$ cat src/rtl/flex_fifo_pkg.sv
// Package: flex_fifo_pkg
// Shared sizes and the operation encoding for the depth-selectable FIFO.
// Assumes the slot count is at least 2.
package flex_fifo_pkg;
    localparam int FF_DATA_W = 11;
    localparam int FF_SLOTS  = 4;

    // Net operation accepted in one cycle
    typedef enum logic [1:0] {
        FF_OP_IDLE = 2'b00,
        FF_OP_PUSH = 2'b01,
        FF_OP_POP  = 2'b10,
        FF_OP_BOTH = 2'b11
    } ff_op_e;
endpackage

$ cat src/rtl/ff_flags.sv
// Module: ff_flags
// Derives the full, empty and threshold flags from the registered occupancy
// and the active depth code. Purely combinational.
// Assumes the active depth is depth_q + 1 and never exceeds SLOTS.
module ff_flags #(
    parameter int SLOTS = 4,
    localparam int SEL_W = $clog2(SLOTS),
    localparam int CNT_W = $clog2(SLOTS + 1)
) (
    input  logic             clk,
    input  logic             rst_n,
    input  logic [CNT_W-1:0] count,
    input  logic [SEL_W-1:0] depth_q,
    input  logic [CNT_W-1:0] thresh,
    output logic             full,
    output logic             empty,
    output logic             at_thresh
);
    logic [CNT_W-1:0] depth_lim;

    // Purpose: compare occupancy against the active depth, zero and threshold
    always_comb begin
        depth_lim = CNT_W'(depth_q) + CNT_W'(1);
        full      = (count == depth_lim);
        empty     = (count == '0);
        at_thresh = (count >= thresh);
    end


    full_empty_excl_chk: assert property (@(posedge clk) disable iff (!rst_n)
        !(full && empty));
endmodule

$ cat src/rtl/ff_storage.sv
// Module: ff_storage
// Slot registers and the registered read port. Each slot has its own write
// enable. The read register loads only on an accepted pop and otherwise holds.
// Assumes the control logic never writes and reads the same slot in one cycle.
module ff_storage #(
    parameter int DATA_W = 11,
    parameter int SLOTS  = 4,
    localparam int PTR_W = $clog2(SLOTS)
) (
    input  logic              clk,
    input  logic              rst_n,
    input  logic              wr_en,
    input  logic [PTR_W-1:0]  wr_ptr,
    input  logic [DATA_W-1:0] wr_data,
    input  logic              rd_en,
    input  logic [PTR_W-1:0]  rd_ptr,
    output logic [DATA_W-1:0] rd_data
);
    logic [DATA_W-1:0] slot_q [SLOTS];

    for (genvar s = 0; s < SLOTS; s++) begin : g_slot
        // Purpose: capture pushed data into this slot when it is addressed
        always_ff @(posedge clk) begin
            if (wr_en && (wr_ptr == PTR_W'(s))) begin
                slot_q[s] <= wr_data;
            end
        end
    end

    // Purpose: registered read of the oldest slot on an accepted pop
    always_ff @(posedge clk) begin
        if (!rst_n) begin
            rd_data <= '0;
        end else if (rd_en) begin
            rd_data <= slot_q[rd_ptr];
        end
    end


    rd_hold_chk: assert property (@(posedge clk) disable iff (!rst_n)
        !rd_en |=> $stable(rd_data));
endmodule

$ cat src/rtl/ff_ptrctl.sv
// Module: ff_ptrctl
// Pointer, occupancy, overrun and depth-tracking control. It accepts pushes
// and pops against the flags, wraps the pointers over the physical slots,
// and flushes when the depth code changes.
// Assumes full and empty come from ff_flags, driven by this block's count.
module ff_ptrctl
    import flex_fifo_pkg::*;
#(
    parameter int SLOTS = 4,
    localparam int PTR_W = $clog2(SLOTS),
    localparam int SEL_W = $clog2(SLOTS),
    localparam int CNT_W = $clog2(SLOTS + 1)
) (
    input  logic             clk,
    input  logic             rst_n,
    input  logic             push_req,
    input  logic             pop_req,
    input  logic [SEL_W-1:0] depth_sel,
    input  logic             full,
    input  logic             empty,
    output logic             wr_en,
    output logic [PTR_W-1:0] wr_ptr,
    output logic             rd_en,
    output logic [PTR_W-1:0] rd_ptr,
    output logic [CNT_W-1:0] count,
    output logic [SEL_W-1:0] depth_q,
    output logic             overrun
);
    logic   flush;
    ff_op_e op;

    // Purpose: decide flush and which requests are accepted this cycle
    always_comb begin
        flush = (depth_sel != depth_q);
        wr_en = push_req && !full && !flush;
        rd_en = pop_req && !empty && !flush;
        op    = ff_op_e'({rd_en, wr_en});
    end

    // Purpose: advance the pointers modulo the physical slot count
    function automatic logic [PTR_W-1:0] ptr_next(input logic [PTR_W-1:0] p);
        return (p == PTR_W'(SLOTS - 1)) ? '0 : p + PTR_W'(1);
    endfunction

    // Purpose: update pointers, occupancy, active depth and the overrun flag
    always_ff @(posedge clk) begin
        if (!rst_n) begin
            wr_ptr  <= '0;
            rd_ptr  <= '0;
            count   <= '0;
            depth_q <= depth_sel;
            overrun <= 1'b0;
        end else if (flush) begin
            wr_ptr  <= '0;
            rd_ptr  <= '0;
            count   <= '0;
            depth_q <= depth_sel;
            overrun <= 1'b0;
        end else begin
            if (wr_en) wr_ptr <= ptr_next(wr_ptr);
            if (rd_en) rd_ptr <= ptr_next(rd_ptr);
            case (op)
                FF_OP_PUSH: count <= count + CNT_W'(1);
                FF_OP_POP:  count <= count - CNT_W'(1);
                default:    count <= count;
            endcase
            if (push_req && full) overrun <= 1'b1;
        end
    end


    count_in_range_chk: assert property (@(posedge clk) disable iff (!rst_n)
        count <= CNT_W'(depth_q) + CNT_W'(1));


    overrun_sticky_chk: assert property (@(posedge clk) disable iff (!rst_n)
        (overrun && !flush) |=> overrun);


    drop_sets_overrun_chk: assert property (@(posedge clk) disable iff (!rst_n)
        (push_req && full && !flush) |=> overrun);


    flush_clear_chk: assert property (@(posedge clk) disable iff (!rst_n)
        flush |=> (count == '0) && !overrun);


    both_hold_chk: assert property (@(posedge clk) disable iff (!rst_n)
        (wr_en && rd_en) |=> $stable(count));
endmodule

$ cat src/rtl/flex_depth_fifo.sv
// Module: flex_depth_fifo
// Top of the run-time depth-selectable FIFO. It joins the storage, the
// pointer control and the flag logic. One copy serves one direction.
// Assumes depth_sel is code (depth - 1) and that thresh is meant in 1..SLOTS.
module flex_depth_fifo
    import flex_fifo_pkg::*;
#(
    parameter int DATA_W = FF_DATA_W,
    parameter int SLOTS  = FF_SLOTS,
    localparam int PTR_W = $clog2(SLOTS),
    localparam int SEL_W = $clog2(SLOTS),
    localparam int CNT_W = $clog2(SLOTS + 1)
) (
    input  logic              clk,
    input  logic              rst_n,
    input  logic              push,
    input  logic [DATA_W-1:0] push_data,
    input  logic              pop,
    output logic [DATA_W-1:0] pop_data,
    input  logic [SEL_W-1:0]  depth_sel,
    input  logic [CNT_W-1:0]  thresh,
    output logic              full,
    output logic              empty,
    output logic              at_thresh,
    output logic              overrun,
    output logic [CNT_W-1:0]  count
);
    logic             wr_en, rd_en;
    logic [PTR_W-1:0] wr_ptr, rd_ptr;
    logic [SEL_W-1:0] depth_q;

    ff_ptrctl #(.SLOTS(SLOTS)) i_ctl (
        .clk      (clk),
        .rst_n    (rst_n),
        .push_req (push),
        .pop_req  (pop),
        .depth_sel(depth_sel),
        .full     (full),
        .empty    (empty),
        .wr_en    (wr_en),
        .wr_ptr   (wr_ptr),
        .rd_en    (rd_en),
        .rd_ptr   (rd_ptr),
        .count    (count),
        .depth_q  (depth_q),
        .overrun  (overrun)
    );

    ff_storage #(.DATA_W(DATA_W), .SLOTS(SLOTS)) i_mem (
        .clk    (clk),
        .rst_n  (rst_n),
        .wr_en  (wr_en),
        .wr_ptr (wr_ptr),
        .wr_data(push_data),
        .rd_en  (rd_en),
        .rd_ptr (rd_ptr),
        .rd_data(pop_data)
    );

    ff_flags #(.SLOTS(SLOTS)) i_flg (
        .clk      (clk),
        .rst_n    (rst_n),
        .count    (count),
        .depth_q  (depth_q),
        .thresh   (thresh),
        .full     (full),
        .empty    (empty),
        .at_thresh(at_thresh)
    );


    reset_state_chk: assert property (@(posedge clk)
        !rst_n |=> (count == '0) && !overrun && (pop_data == '0));
endmodule

$ cat config.mk
export PLATFORM = sky130hd
export DESIGN_NAME = flex_depth_fifo
export DESIGN_NICKNAME = d
export VERILOG_FILES = /design/src/rtl/flex_fifo_pkg.sv /design/src/rtl/ff_flags.sv /design/src/rtl/ff_storage.sv /design/src/rtl/ff_ptrctl.sv /design/src/rtl/flex_depth_fifo.sv
export SDC_FILE = /design/constraint.sdc
export NUM_CORES = 1
export LEC_CHECK = 0
export ABC_CLOCK_PERIOD_IN_PS = 3370
export BUFFER_PORTS_ARGS = -buffer_cell sky130_fd_sc_hd__buf_2
export CAP_MARGIN = 5
export CORE_MARGIN = 4
export CORE_UTILIZATION = 32
export CTS_BUF_LIST = sky130_fd_sc_hd__clkbuf_4 sky130_fd_sc_hd__clkbuf_8
export CTS_CLUSTER_DIAMETER = 50
export CTS_CLUSTER_SIZE = 24
export DETAILED_ROUTE_END_ITERATION = 7
export PLACE_DENSITY = 0.57
export SLEW_MARGIN = 20
export SYNTH_ARGS = -nofsm -noshare
export SYNTH_HDL_FRONTEND = slang
export SYNTH_SLANG_ARGS = --single-unit
$ cat constraint.sdc
create_clock -name clk -period 3.37 [get_ports clk]
set_clock_uncertainty 0.2 [all_clocks]
set_input_delay 0.337 -clock clk [delete_from_list [all_inputs] [get_ports clk]]
set_output_delay 0.337 -clock clk [all_outputs]
set_load 0.005 [all_outputs]
Word-level counts from Yosys, hierarchy flattened

Memories as Yosys holds them, arrays and structs flattened. A register that Yosys moved wholly into a read port is not among the register bits.
Index checks and enable logic that the tools add are counted.

Add/subtract/negate cells: 5
Magnitude comparators: 1
Equal/unequal tests: 9
Muxes and demuxes: 22
Bitwise logic cells: 1
Reductions and logical operators: 20

Operator list:

| cell                                              | number |
|---|---|
| 2-to-1 mux 11 bit                                 | 3 |
| OR reduction 11 bit                               | 3 |
| 2-to-1 mux 2 bit                                  | 7 |
| 2-to-1 mux 1 bit                                  | 11 |
| logical AND 1 bit                                 | 9 |
| == test 2 bit (second input constant)             | 4 |
| case mux 3 bit (2 select lines)                   | 1 |
| adder 2 x 1 -> 2 bit (second input constant)      | 2 |
| == test 2 x 1 -> 1 bit (second input constant)    | 2 |
| zero test 1 bit                                   | 4 |
| adder 2 x 1 -> 3 bit (second input constant)      | 1 |
| adder 3 x 1 -> 3 bit (second input constant)      | 1 |
| == test 3 bit                                     | 1 |
| >= comparator 3 bit                               | 1 |
| zero test 3 bit                                   | 1 |
| subtractor 3 x 1 -> 3 bit (second input constant) | 1 |
| zero test 2 bit                                   | 1 |
| != test 2 x 1 -> 1 bit (second input constant)    | 1 |
| != test 2 bit                                     | 1 |
| nonzero test 2 bit                                | 1 |
| OR reduction 2 bit                                | 1 |
| NOT 1 bit                                         | 1 |

Flip-flop bits (word level): 10
RAM bits: 44
Bits of input ports: 20
Logic and storage cells: 64
Memories kept: 1

Memory list:

| name         | depth | width | read ports | clocked after memory_dff | wr ports | RTL line         | source |
|---|---|---|---|---|---|---|---|
| i_mem.slot_q | 4     | 11    | 1          | 1                        | 1        | ff_storage.sv:19 | `logic [DATA_W-1:0] slot_q [SLOTS];` |

Longest topological paths before layout

Word-level depth: 12
Mapped depth: 10
Depth with buffers taken out: 10

By module

From an unflattened synthesis, not the netlist that was laid out.

Cells, all modules: 172
Area, all modules: 2630.0 um^2

Modules (own cells, without submodules):

| module     | instances | cells each | area each (um^2) | sequential area each (um^2) |
|---|---|---|---|---|
| ff_storage | 1         | 113        | 2050.7           | 1541.5 |
| ff_ptrctl  | 1         | 42         | 460.4            | 220.2 |
| ff_flags   | 1         | 17         | 118.9            | 0.0 |

Worst setup path after synthesis

OpenSTA, ideal clock, no wires.

Path kind: reg-to-reg
Start point: register i_ctl.depth_q[0]
End point: register i_ctl.count[2]
Arrival time: 2.563 ns
Slack: 0.532 ns
Cell stages (with the launch flop): 11
Buffers on the path: 0
Clock period less this slack: 2.838 ns
Cells stage by stage: edfxtp_1 ha_1 xnor2_1 a31o_4 or2_1 ha_1 inv_1 fa_1 xor2_1 or3_1 a21oi_1

Cells in the longest elaborated chain, start to end: 7
Elaborated cells on any way between the ends: 13
Those cells by class: add/sub: 1; eq/ne: 4; mux: 1; reduce/logical: 7

RTL lines:

| element                                                               | RTL line        | source |
|---|---|---|
| start, declared                                                       | ff_ptrctl.sv:26 | `output logic [SEL_W-1:0] depth_q,` |
| start signal, assigned                                                | ff_ptrctl.sv:51 | `depth_q <= depth_sel;` |
| start signal, assigned                                                | ff_ptrctl.sv:57 | `depth_q <= depth_sel;` |
| adder 2 x 1 -> 3 bit                                                  | ff_flags.sv:23  | `depth_lim = CNT_W'(depth_q) + CNT_W'(1);` |
| == test 3 bit                                                         | ff_flags.sv:24  | `full = (count == depth_lim);` |
| zero test 1 bit                                                       | ff_ptrctl.sv:35 | `wr_en = push_req && !full && !flush;` |
| logical AND 1 bit (2 in series)                                       | ff_ptrctl.sv:35 |  |
| == test 2 bit or == test 2 x 1 -> 1 bit (tied branches)               | ff_ptrctl.sv:62 | `case (op)` |
| case mux 3 bit (2 select lines) or nonzero test 2 bit (tied branches) | -               |  |
| end signal, assigned                                                  | ff_ptrctl.sv:63 | `FF_OP_PUSH: count <= count + CNT_W'(1);` |
| end signal, assigned                                                  | ff_ptrctl.sv:64 | `FF_OP_POP: count <= count - CNT_W'(1);` |
| end signal, assigned                                                  | ff_ptrctl.sv:65 | `default: count <= count;` |
| end, declared                                                         | ff_ptrctl.sv:25 | `output logic [CNT_W-1:0] count,` |

Several ways; a longest one is shown, not always the timed one.
A chain may end at the register's enable or synchronous reset.

Final worst setup path

Same ends and word-level chain as after synthesis.

==> impl_metrics.py <==
metrics = {
    "cells_and_area": {
        "fin_nets": 269,
        "fin_area_um2": 3385,
        "antenna_cells": 0,
        "layout_commonest_cell": "edfxtp_1",
        "final_cell_mix": "46 x edfxtp_1, 37 x buf_2, 19 x dfxtp_1",
        "drive_gt1_share_pct": 28.81,
        "syn2layout_area_growth_pct": 18.48,
        "fin_util_pct": 38.81,
    },
    "power": {
        "ir_worst_vdd_v": 0.0002349,
        "power_frac_clock_pct": 39.9,
        "totalPowerFinal_mw": 1.655,
        "switching_share_pct": 23.73,
        "p_seq_share_pct": 52.8,
        "p_int_mw": 1.262,
        "p_switching_uw": 392.6,
        "power_density_nw_per_um2": 488.9,
        "p_comb_share_pct": 7.3,
        "p_leak_nw": 1.202,
    },
    "die": {
        "fp.dieArea_um2": 10500,
        "die_w_um": 102.5,
        "core_area_um2": 8721,
        "num_io_pins": 38,
        "rows": 34,
        "initial_core_util_pct": 32.75,
        "die_h_um": 102.5,
    },
    "placement": {
        "dp_hpwl_mm": 3.820,
        "port_buffers": 37,
        "placed_area_um2": 3164,
        "gp_congestion": 0.6966,
    },
    "timing": {
        "drv_slew": 0,
        "rsz0062_at_grt": "no",
        "hold_viol": 0,
        "slew_headroom_pct": 40.08,
        "clock.fmax_mhz": 328.3,
        "whs_ns": 0.02014,
        "setup_tns_ns": 0,
        "tightest_slew_ns": 0.8957,
        "fin_crit_ns": 3.046,
        "fin_crit_sh_pct": 90.39,
        "setup_viol": 0,
    },
    "grt": {
        "antenna_found_initial": 0,
        "grt_max_degree": 16,
        "grt_pass1_vias": 1716,
        "grt_overflow": 0,
        "grt.total_usage_pct": 11.39,
        "grt_pass1_wl_mm": 8.997,
    },
    "worst_setup_path": {
        "required_ns": 3.43,
        "arrival_ns": 3.11,
        "critical_path_class": "flop to flop",
        "start_kind": "flop",
        "crit_path_max_fanout": 6,
        "end_kind": "flop",
    },
    "yosys": {
        "synth_area_per_cell_um2": 14.96,
        "yosys_warnings": 0,
        "ys_ff_latch": 65,
        "syn_area_um2": 2856,
        "synth_edf_count": 46,
        "async_flop_share_pct": 0,
        "synthFlopType": "edfxtp_1",
        "ys_types": 37,
        "ys_seq_area_share_pct": 61.67,
        "synth_fp_nets": 222,
        "syn-instance-count": 191,
    },
    "min_path": {
        "hold_class": "input port to flop",
    },
    "clock_network": {
        "clk_pin_slew_ns": 0.08,
        "cts_tree": "done",
        "insertion_delay_ns": 0.33,
        "cts-htree-levels": 3,
        "post_cts_resized": 0,
        "clkSinkCount": 65,
        "post_cts_buffers": 0,
        "numCtsBuffers": 9,
        "root_buffer": "clkbuf_8",
        "clockBufferDepth": 2,
    },
    "routing": {
        "drt_iter0_markers": 76,
        "post-route-drc-count": 0,
        "vias": 1712,
        "viasPerCell": 4.877,
        "routed_wirelength_mm": 5.432,
        "first_pass_iters": 4,
        "routedWlPerCell_um": 15.48,
        "antenna_left": 0,
    },
    "outcome": {
        "status": "finished, final reports clean",
    },
    "job": {
        "drv_cap": 0,
    },
}
[routing by layer]
| metal | wire length [um] | part of all wire, % | track usage, % | vias to the layer above |
|---|---|---|---|---|
| met1 | 2481 | 46 | 15.03 | 818 |
| met3 | 278 | 5.1 | 3.345 | 8 |
| met5 | 0 | 0 | 0 | - |
| li1 | - | - | - | 842 |
| met4 | 68 | 1.3 | 4.642 | 0 |
| met2 | 2603 | 48 | 17.58 | 44 |
[final cells by class]
class                           instances  area [um^2]
Sequential cell                        65         1762
Multi-Input combinational cell        104        984.7
Fill cell                             818         5336
Timing Repair Buffer                   46        257.7
Tap cell                              108        135.1
Inverter                               12        45.04
Clock inverter                          7        76.32
Clock buffer                            9        123.9
[stage by stage]
stage | std cells | setup slack (ns)
final | 351 | 0.3237
after global routing | 351 | 0.1225
after CTS | 350 | 0.3209
after detailed placement | 333 | 0.3403
after global placement | 333 | 0.4465
after floorplan | 191 | 0.5320
[worst max-delay path, stage by stage (launching register included)]
cell,delay [ns]
edfxtp_1,0.48
ha_1,0.34
xnor2_1,0.37
a31o_4,0.27
or2_1,0.11
ha_1,0.17
inv_1,0.06
fa_1,0.37
xor2_1,0.16
or3_1,0.31
a21oi_1,0.14
[flip-flops by register name, summed over array words and instances (netlist names)]
| name | flops |
|---|---|
| i_ctl.depth_q | 2 |
| i_ctl.count | 3 |
| i_ctl.wr_ptr | 2 |
| i_ctl.rd_ptr | 2 |
| i_ctl.overrun | 1 |
| i_mem.rd_data | 11 |
| i_mem.slot_q | 44 |
[Yosys cell counts, types with 2 or more instances]
cell,number,area (um^2)
clkbuf_1,2,7.510
a21o_1,3,22.52
nand4_1,14,87.58
mux4_2,6,135.1
inv_1,12,45.04
buf_2,3,15.01
buf_6,2,22.52
nand2_1,5,18.77
edfxtp_1,46,1381
a21boi_0,10,75.07
a21oi_1,4,20.02
o31ai_1,11,82.58
nor3_1,5,25.02
ha_1,10,125.1
xor2_1,5,43.79
mux4_1,5,131.4
clkbuf_4,2,15.01
dfxtp_1,19,380.4
or3_1,2,12.51
xnor2_1,3,26.28
nor2_1,6,22.52
[power groups by stage]
stage / sequential, mW / combinational (mW) / clock (mW)
5_1_grt: 0.875 / 0.137 / 0.717
4_1_cts: 0.874 / 0.122 / 0.681
3_5_place_dp: 0.893 / 0.120 / 0
6_report: 0.874 / 0.121 / 0.660
2_1_floorplan: 0.891 / 0.0773 / 0
3_3_place_gp: 0.892 / 0.117 / 0
[logic make-up (layout without fill, tap and decap cells)]
family	count (synthesis)	in the layout	synth area share [%]
xor gates and xnor gates	9	9	3.023
AOI/OAI and AO/OA	36	36	9.987
and+or+nand+nor	36	36	6.702
muxes	12	12	9.680
adders and majority gates	11	11	5.081
DFF	65	65	61.67
buffers and inverters	22	74	3.854
[path summary, 6_finish.rpt]
| check | from | end | slack, ns | depth (start not counted) |
|---|---|---|---|---|
| worst max-delay path | i_ctl.depth_q[0] | i_ctl.count[2] | 0.32 | 10 |
| worst min-delay path | push_data[6] | i_mem.slot_q[0][6] | 0.02 | 1 |
| worst max register to register | i_ctl.depth_q[0] | i_ctl.count[2] | 0.32 | 10 |
| worst min register to register | i_mem.rd_data[4] | i_mem.rd_data[4] | 0.28 | 2 |
[what timing repair did]
| item | in CTS | in global routing |
|---|---|---|
| setup endpoints to repair | 0 | 0 |
| hold buffers | 1 | 1 |
| hold endpoints to repair | 4 | 2 |
(Power assumes the default switching activity.)
